### config.mk
export PLATFORM = sky130hd
export DESIGN_NAME = duart_regbank
export DESIGN_NICKNAME = d
export VERILOG_FILES = /design/src/rtl/duart_pkg.sv /design/src/rtl/duart_chan_regs.sv /design/src/rtl/duart_pin_drive.sv /design/src/rtl/duart_regbank.sv
export SDC_FILE = /design/constraint.sdc
export NUM_CORES = 1
export LEC_CHECK = 0
export BUFFER_PORTS_ARGS = -buffer_cell sky130_fd_sc_hd__buf_4
export CORE_UTILIZATION = 52
export DETAILED_ROUTE_END_ITERATION = 8
export GPL_ROUTABILITY_DRIVEN = 0
export PLACE_DENSITY = 0.86
export SYNTH_ARGS = -nofsm -noshare
export SYNTH_HDL_FRONTEND = slang
export SYNTH_SLANG_ARGS = --single-unit
### constraint.sdc
create_clock -name clk -period 5.6 [get_ports clk]
set_clock_uncertainty 0.05 [all_clocks]
set_input_delay 0.56 -clock clk [delete_from_list [all_inputs] [get_ports clk]]
set_output_delay 0.56 -clock clk [all_outputs]
set_load 0.02 [all_outputs]
### src/rtl/duart_pkg.sv
package duart_pkg;
  // register addresses (low three are banked by line control bit 7)
  localparam logic [2:0] ADR_DATA  = 3'd0;
  localparam logic [2:0] ADR_IEN   = 3'd1;
  localparam logic [2:0] ADR_AUX   = 3'd2;
  localparam logic [2:0] ADR_LINE  = 3'd3;
  localparam logic [2:0] ADR_MODEM = 3'd4;

  // implemented widths of partially reserved registers
  localparam int IEN_BITS = 4;
  localparam int MCR_BITS = 5;
  localparam int AUX_BITS = 3;
  localparam int FMT_BITS = 6;

  // bit positions the pin logic decodes
  localparam int LC_DIVSEL = 7;
  localparam int LC_BREAK  = 6;
  localparam int MC_TREADY = 0;
  localparam int MC_USROUT = 3;
  localparam int AX_BCAST  = 0;

  typedef enum logic [1:0] {
    MF_USROUT = 2'b00,
    MF_BAUD   = 2'b01,
    MF_RXRDY  = 2'b10,
    MF_IDLE   = 2'b11
  } mf_sel_t;
endpackage

### src/rtl/duart_chan_regs.sv
module duart_chan_regs
  import duart_pkg::*;
#(
  parameter int DW = 8,
  parameter int AW = 3
) (
  input  logic                clk,
  input  logic                rst,
  input  logic                wr_hit,
  input  logic [AW-1:0]       addr,
  input  logic [DW-1:0]       wdata,
  input  logic [DW-1:0]       rx_byte,
  input  logic [AUX_BITS-1:0] aux,
  output logic [DW-1:0]       lcr,
  output logic [MCR_BITS-1:0] mcr,
  output logic [IEN_BITS-1:0] ien,
  output logic [2*DW-1:0]     div,
  output logic                tx_load,
  output logic [DW-1:0]       tx_byte,
  output logic                aux_req,
  output logic [DW-1:0]       rd_val
);
  logic [DW-1:0] scr;
  logic          divsel;

  assign divsel  = lcr[LC_DIVSEL];
  assign aux_req = wr_hit && (addr == AW'(ADR_AUX)) && divsel;

  always_ff @(posedge clk) begin
    if (rst) begin
      lcr     <= '0;
      mcr     <= '0;
      ien     <= '0;
      div     <= '0;
      scr     <= '0;
      tx_load <= 1'b0;
      tx_byte <= '0;
    end else begin
      tx_load <= 1'b0;
      if (wr_hit) begin
        case (addr)
          AW'(ADR_DATA): begin
            if (divsel) div[DW-1:0] <= wdata;
            else begin
              tx_load <= 1'b1;
              tx_byte <= wdata;
            end
          end
          AW'(ADR_IEN): begin
            if (divsel) div[2*DW-1:DW] <= wdata;
            else        ien <= wdata[IEN_BITS-1:0];
          end
          AW'(ADR_AUX):   if (!divsel) scr <= wdata;
          AW'(ADR_LINE):  lcr <= wdata;
          AW'(ADR_MODEM): mcr <= wdata[MCR_BITS-1:0];
          default: ;
        endcase
      end
    end
  end

  always_comb begin
    case (addr)
      AW'(ADR_DATA):  rd_val = divsel ? div[DW-1:0] : rx_byte;
      AW'(ADR_IEN):   rd_val = divsel ? div[2*DW-1:DW] : DW'(ien);
      AW'(ADR_AUX):   rd_val = divsel ? DW'(aux) : scr;
      AW'(ADR_LINE):  rd_val = lcr;
      AW'(ADR_MODEM): rd_val = DW'(mcr);
      default:        rd_val = '0;
    endcase
  end
endmodule

### src/rtl/duart_pin_drive.sv
module duart_pin_drive
  import duart_pkg::*;
(
  input  logic    clk,
  input  logic    rst,
  input  logic    brk,
  input  logic    tready,
  input  logic    usrout,
  input  mf_sel_t mf_sel,
  input  logic    tx_serial,
  input  logic    baud_clk,
  input  logic    rx_ready,
  output logic    tx_pin,
  output logic    dtr_n,
  output logic    mf_pin
);
  logic mf_nxt;

  always_comb begin
    case (mf_sel)
      MF_USROUT: mf_nxt = !usrout;
      MF_BAUD:   mf_nxt = baud_clk;
      MF_RXRDY:  mf_nxt = !rx_ready;
      default:   mf_nxt = 1'b1;
    endcase
  end

  always_ff @(posedge clk) begin
    if (rst) begin
      tx_pin <= 1'b1;
      dtr_n  <= 1'b1;
      mf_pin <= 1'b1;
    end else begin
      tx_pin <= brk ? 1'b0 : tx_serial;
      dtr_n  <= !tready;
      mf_pin <= mf_nxt;
    end
  end
endmodule

### src/rtl/duart_regbank.sv
module duart_regbank
  import duart_pkg::*;
#(
  parameter  int NCH = 2,
  parameter  int DW  = 8,
  parameter  int AW  = 3,
  localparam int CSW = (NCH > 1) ? $clog2(NCH) : 1
) (
  input  logic                          clk,
  input  logic                          rst,
  input  logic [AW-1:0]                 addr,
  input  logic [CSW-1:0]                ch_sel,
  input  logic                          wr_en,
  input  logic                          rd_en,
  input  logic [DW-1:0]                 wdata,
  output logic [DW-1:0]                 rdata,
  input  logic [NCH-1:0][DW-1:0]        rx_byte_in,
  input  logic [NCH-1:0]                tx_serial_in,
  input  logic [NCH-1:0]                baud_clk_in,
  input  logic [NCH-1:0]                rx_ready_in,
  output logic [NCH-1:0]                tx_pin,
  output logic [NCH-1:0]                dtr_n,
  output logic [NCH-1:0]                mf_pin,
  output logic [NCH-1:0]                tx_load,
  output logic [NCH-1:0][DW-1:0]        tx_byte,
  output logic [NCH-1:0][2*DW-1:0]      divisor,
  output logic [NCH-1:0][FMT_BITS-1:0]  line_fmt,
  output logic [NCH-1:0][IEN_BITS-1:0]  irq_en
);
  logic [NCH-1:0]                wr_hit;
  logic [NCH-1:0]                aux_req;
  logic [NCH-1:0][DW-1:0]        rd_v;
  logic [NCH-1:0][DW-1:0]        lcr_q;
  logic [NCH-1:0][MCR_BITS-1:0]  mcr_q;
  logic [AUX_BITS-1:0]           aux_q;
  mf_sel_t                       mf_sel;

  assign mf_sel = mf_sel_t'(aux_q[2:1]);

  // broadcast widens the write target to every channel
  always_comb begin
    for (int c = 0; c < NCH; c++)
      wr_hit[c] = wr_en && (aux_q[AX_BCAST] || (ch_sel == CSW'(c)));
  end

  always_ff @(posedge clk) begin
    if (rst)           aux_q <= '0;
    else if (|aux_req) aux_q <= wdata[AUX_BITS-1:0];
  end

  always_ff @(posedge clk) begin
    if (rst)        rdata <= '0;
    else if (rd_en) rdata <= rd_v[ch_sel];
  end

  for (genvar c = 0; c < NCH; c++) begin : g_ch
    duart_chan_regs #(.DW(DW), .AW(AW)) u_regs (
      .clk     (clk),
      .rst     (rst),
      .wr_hit  (wr_hit[c]),
      .addr    (addr),
      .wdata   (wdata),
      .rx_byte (rx_byte_in[c]),
      .aux     (aux_q),
      .lcr     (lcr_q[c]),
      .mcr     (mcr_q[c]),
      .ien     (irq_en[c]),
      .div     (divisor[c]),
      .tx_load (tx_load[c]),
      .tx_byte (tx_byte[c]),
      .aux_req (aux_req[c]),
      .rd_val  (rd_v[c])
    );

    duart_pin_drive u_pins (
      .clk       (clk),
      .rst       (rst),
      .brk       (lcr_q[c][LC_BREAK]),
      .tready    (mcr_q[c][MC_TREADY]),
      .usrout    (mcr_q[c][MC_USROUT]),
      .mf_sel    (mf_sel),
      .tx_serial (tx_serial_in[c]),
      .baud_clk  (baud_clk_in[c]),
      .rx_ready  (rx_ready_in[c]),
      .tx_pin    (tx_pin[c]),
      .dtr_n     (dtr_n[c]),
      .mf_pin    (mf_pin[c])
    );

    assign line_fmt[c] = lcr_q[c][FMT_BITS-1:0];
  end
endmodule

======== After elaboration in Yosys (flattened, before gate mapping) ========
Cells that the tools add are included.
storage, ports and cells
  flip-flop bits (word level) ............. 117
  input bits .............................. 38
cells by class
  bitwise logic cells ..................... 6
  equality and inequality tests ........... 6
  mux-type cells .......................... 16
  order comparisons ....................... 1
  reduce and logical (&&, ||, !) cells .... 33
operators by type and width
  cell                                                                    count
  8-bit one-hot mux with 5 select lines                                   2
  8-bit 2-to-1 mux                                                        8
  3-bit AND reduction                                                     10
  2-bit AND reduction                                                     4
  3-bit by 2-bit equality test with 1-bit output (second input constant)  2
  1-bit logical AND                                                       6
  1-bit zero test                                                         6
  1-bit inverter                                                          6
  1-bit one-hot mux with 3 select lines                                   2
  3-bit OR reduction                                                      2
  1-bit 2-to-1 mux                                                        4
  3-bit by 1-bit equality test with 1-bit output (second input constant)  1
  3-bit equality test (second input constant)                             1
  3-bit zero test                                                         1
  2-bit by 1-bit equality test with 1-bit output (second input constant)  1
  2-bit equality test (second input constant)                             1
  2-bit zero test                                                         1
  1-bit logical OR                                                        2
  1-bit by 2-bit < comparator with 1-bit output (second input constant)   1
  2-bit OR reduction                                                      1

======== Longest topological paths before layout ========
  word-level depth ........................ 6
  gate-level depth with buffers ........... 7

======== Hierarchy ========
A second synthesis with hierarchy kept.
unflattened totals
  cell total of the unflattened synthesis .. 673
  area, all modules ....................... 5626.6 sq um
modules (own cells, without submodules)
  module           area an instance (sq um)  times used  cells an instance
  duart_chan_regs  2444.8                    2           300
  duart_regbank    499.2                     1           51
  duart_pin_drive  118.9                     2           11

======== Least setup slack after synthesis ========
OpenSTA, ideal clock, no wires.
  kind .................................... input port to flip-flop
  start ................................... input addr[0]
  end ..................................... register g_ch[0].u_regs.scr[0]
  slack ................................... 3.426 ns
  arrival time ............................ 1.996 ns
  setup time .............................. 0.128 ns
  path buffers ............................ 3
  stages .................................. 7
  data required time ...................... 5.422 ns
  path through ............................ buf_6 or3b_1 buf_6 or4b_4 buf_6 mux2i_1 nor2_1
on the way
  cells in the longest elaborated chain, start to end .. 2
ends and longest elaborated chain
  element                                         RTL line               RTL
  from (decl)                                     duart_regbank.sv:11    input logic [AW-1:0] addr,
  3-bit by 2-bit equality test with 1-bit output  duart_chan_regs.sv:41  case (addr)
  3-bit AND reduction (no source line)            n/a
  to (signal assigned)                            duart_chan_regs.sv:53  AW'(ADR_AUX): if (!divsel) scr <= wdata;
  to (decl)                                       duart_chan_regs.sv:23  logic [DW-1:0] scr;
Every way passes these cells.
A chain may end at the register's enable or synchronous reset.

======== Final worst setup path ========
  start ................................... register g_ch[0].u_regs.lcr[7]
  end ..................................... register g_ch[0].u_regs.div[15]
on the way
  cells in the longest elaborated chain, start to end .. 1
ends and longest elaborated chain
  element                               RTL line               RTL
  from (decl)                           duart_chan_regs.sv:14  output logic [DW-1:0] lcr,
  from (signal assigned)                duart_chan_regs.sv:54  AW'(ADR_LINE): lcr <= wdata;
  3-bit AND reduction (no source line)  n/a
  to (signal, indexed assignment)       duart_chan_regs.sv:43  if (divsel) div[DW-1:0] <= wdata;
  to (signal, indexed assignment)       duart_chan_regs.sv:50  if (divsel) div[2*DW-1:DW] <= wdata;
  to (decl)                             duart_chan_regs.sv:17  output logic [2*DW-1:0] div,
Every way passes these cells.

==> metrics.log <==
INFO  metric drt_iter0_markers = approximately 280
INFO  metric clock_sinks = ~120
INFO  metric yosysWarnings = 0
INFO  metric final_net_count = between 600 and 700
INFO  metric worst_setup_hold_path_clk_slew = around 0.060 ns
INFO  metric clk_latency = around 0.52 ns
INFO  metric grt_max_degree = ~110
INFO  metric critPathMaxFanout = 24
INFO  metric met3_wire_length = a little over 1000 um
INFO  metric die_h = between 100 and 150 um
INFO  metric cts.repair_timing.setup_buffer_count = 0
INFO  metric hold_path_class = in -> reg
INFO  metric timing_worst_setup_path_type = reg -> reg
INFO  metric vias_per_cell = between 5 and 6
INFO  metric rsz0062_at_grt = false
INFO  metric drive_gt1_share = between 20% and 30%
INFO  metric final_common_cell = mux2i_1
INFO  metric grt-ovfl-total = 0
INFO  metric yosysSeqAreaShare = approximately 43%
INFO  metric synthToLayoutAreaGrowth = 23.9%
INFO  metric floorplan.rows = 37
INFO  metric maxSlewViolCount = 0
INFO  metric wl = approximately 14,000 um
INFO  metric finalSetupViolations = 0
INFO  metric asyncSetResetFlopFracSynth = 0%
INFO  metric drv_cap = 0
INFO  metric routedLengthMet1 = around 6000 um
INFO  metric syn-cell-area = about 5500 sq um
INFO  metric top_layer = met4
INFO  metric crit_required = between 5 and 6 ns
INFO  metric core_region_area = between 10,000 and 15,000 sq um
INFO  metric critPathCaptureType = flop
INFO  metric chipWidth = 104 um
INFO  metric startpoint_type = flop
INFO  metric ios = ~120
INFO  metric critical_path.reg2reg.startpoint = g_ch[0].u_regs.lcr[7]$_SDFFE_PP0P_
INFO  metric gr-usage-all-layers = 27.0%
INFO  metric drc_errors = 0
INFO  metric syn-num-nets = approximately 600
INFO  metric power.static_leakage = ~3 nW
INFO  metric final_clock_period_utilization_by_the_worst_path = around 45%
INFO  metric grt_pass1_wl = between 20,000 and 25,000 um
INFO  metric synth.distinct_cells = 61
INFO  metric dpl-instance-area = 6180 sq um
INFO  metric setup_total_negative_slack = 0 ns
INFO  metric design.die.area = approximately 11,000 sq um
INFO  metric detail_route.first_pass.iterations = 5
INFO  metric detailedPlace.worstSlack = roughly 2.7 ns
INFO  metric netlist_instances = roughly 560
INFO  metric cts.path.max_buffers = 2
INFO  metric worst_pin_slew = approximately 1.1 ns
INFO  metric finalWorstSetupSlack = around 3.1 ns
INFO  metric finalWorstPathRequiredPeriod = approximately 2.5 ns
INFO  metric hold_bufs_at_cts = 0
INFO  metric cts-htree-levels = 4
INFO  metric vias = about 4.5k
INFO  metric grt_antenna_before_repair = 0
INFO  metric placement.io_buffers = ~120
INFO  metric hold_viol_final = 0
INFO  metric layout.filler_cells = just under 800
INFO  metric num_antenna_cells = 0
INFO  metric hp-start = tx_serial_in[1]
INFO  metric synth-seq-cells = 117
INFO  metric highest_count_cells_in_the_layout_ignoring_fill_and_taps = mux2i_1, buf_4, dfxtp_1
INFO  metric powerDensity = roughly 300 nW/um^2
INFO  metric synthesis.area_per_instance = between 9 and 10 sq um
INFO  metric grt_pass1_vias = between 4k and 5k
INFO  metric postRouteAntennaNets = 0
INFO  metric starting_utilization_of_the_core_area = a little over half
INFO  metric ir_drop = 211 uV
INFO  metric max_freq = ~0.4 GHz
INFO  metric detail_route.wl_per_cell = roughly 19 um
INFO  metric tritoncts = built
INFO  metric stdcell_area = between 6000 and 7000 sq um
INFO  metric hold_slack_final = 0.186 ns
INFO  metric relSlewSlack = 24.6%
INFO  metric detailroute.wirelength.met2 = ~7000 um
INFO  metric numCtsBuffers = 17
INFO  metric post_cts_resize_count = 0
INFO  metric status = finished clean
INFO  metric synth_flop_cell = dfxtp_1
INFO  metric worst_ep_arrival_time = 2.81 ns
INFO  metric dpl.hpwl = slightly below 10,000 um
INFO  metric synth-edff-count = 0
INFO  metric clock-root-buffer = clkbuf_8
INFO  metric critical_path.startpoint = g_ch[0].u_regs.lcr[7]$_SDFFE_PP0P_
==> sequential cells by signal, summed over array words and instances, names as in the netlist <==
register,flops
g_ch.u_regs.mcr,10
g_ch.u_regs.tx_byte,16
g_ch.u_pins.mf_pin,2
g_ch.u_regs.div,32
g_ch.u_regs.lcr,16
aux_q,3
rdata,8
g_ch.u_pins.dtr_n,2
g_ch.u_regs.scr,16
g_ch.u_regs.ien,8
g_ch.u_regs.tx_load,2
g_ch.u_pins.tx_pin,2
==> report_power, final <==
group	leakage (nW)	internal, mW	switching [mW]
combinational	1.73	0.0539	0.0854
clock	0.277	0.695	0.364
sequential	0.945	0.842	0.00743
==> per-layer routing <==
layer | GRT usage (%) | vias to the layer above
met3 | 5.70 | 42
met5 | 0 | -
met4 | 10.1 | 0
met2 | 43.1 | 223
li1 | - | 2112
met1 | 35.8 | 2172
==> cells in the mapped netlist (3+ instances only) <==
| cell type | instances | area share (%) |
|---|---|---|
| a21oi_1 | 10 | 0.92 |
| o21ai_0 | 4 | 0.37 |
| o22ai_1 | 4 | 0.46 |
| a2bb2oi_1 | 5 | 0.80 |
| nand2b_1 | 5 | 0.57 |
| or3b_2 | 3 | 0.48 |
| buf_4 | 21 | 2.9 |
| nor2_1 | 111 | 7.6 |
| nand3b_1 | 3 | 0.41 |
| inv_1 | 8 | 0.55 |
| o211a_1 | 3 | 0.55 |
| a211oi_1 | 10 | 1.4 |
| nor3_2 | 3 | 0.55 |
| buf_6 | 3 | 0.62 |
| mux2_2 | 4 | 0.83 |
| mux2i_1 | 130 | 24 |
| nand3_1 | 3 | 0.28 |
| buf_2 | 8 | 0.73 |
| clkbuf_1 | 32 | 2.2 |
| a221oi_1 | 9 | 1.4 |
| buf_1 | 3 | 0.21 |
| dfxtp_1 | 117 | 43 |
| a21o_1 | 3 | 0.41 |
| nor3_4 | 3 | 0.89 |
==> cell type report <==
cell class | instances | area [sq um] | share of cell area (%)
Multi-Input combinational cell | 365 | 2720 | 40.3
Timing Repair Buffer | 122 | 916 | 13.5
Clock inverter | 9 | 128 | 1.89
Inverter | 8 | 30.0 | 0.444
Sequential cell | 117 | 2340 | 34.6
Tap cell | 136 | 170 | 2.52
Clock buffer | 22 | 453 | 6.70
==> worst paths after layout <==
check | to | slack [ns] | cells past startpoint
setup / recovery | g_ch[0].u_regs.div[15]$_SDFFE_PP0P_ | 3.10 | 3
hold / removal | g_ch[1].u_pins.tx_pin$_SDFF_PP1_ | 0.19 | 2
setup reg to reg | g_ch[0].u_regs.div[15]$_SDFFE_PP0P_ | 3.10 | 3
hold reg to reg | g_ch[0].u_pins.dtr_n$_SDFF_PP1_ | 0.37 | 1
==> logic make-up (layout without fill, tap and decap cells) <==
kind of cell           after synthesis  in the layout  share of synthesized area [%]
flip-flops                         117            117                           42.9
multiplexers                       134            134                           24.7
AO/OA/AOI/OAI                       71             71                           9.98
buffers and inverters               75            161                           7.20
AND/OR/NAND/NOR                    160            160                           15.2
==> worst max-delay path, cell delays in order, from the launching register on <==
cell	delay [ns]
dfxtp_1	1.06
nand4_1	0.78
mux2i_1	0.37
nor2_1	0.07
==> stage by stage <==
stage               utilization (%)  std cells  power [mW]
finish                         66.1        779        2.05
floorplan                         -        557       0.956
global route                   66.1        779        2.11
global placement               60.4        748       0.999
detailed placement             60.4        748        1.00
CTS                            66.1        779        2.05
(Power assumes the default switching activity.)
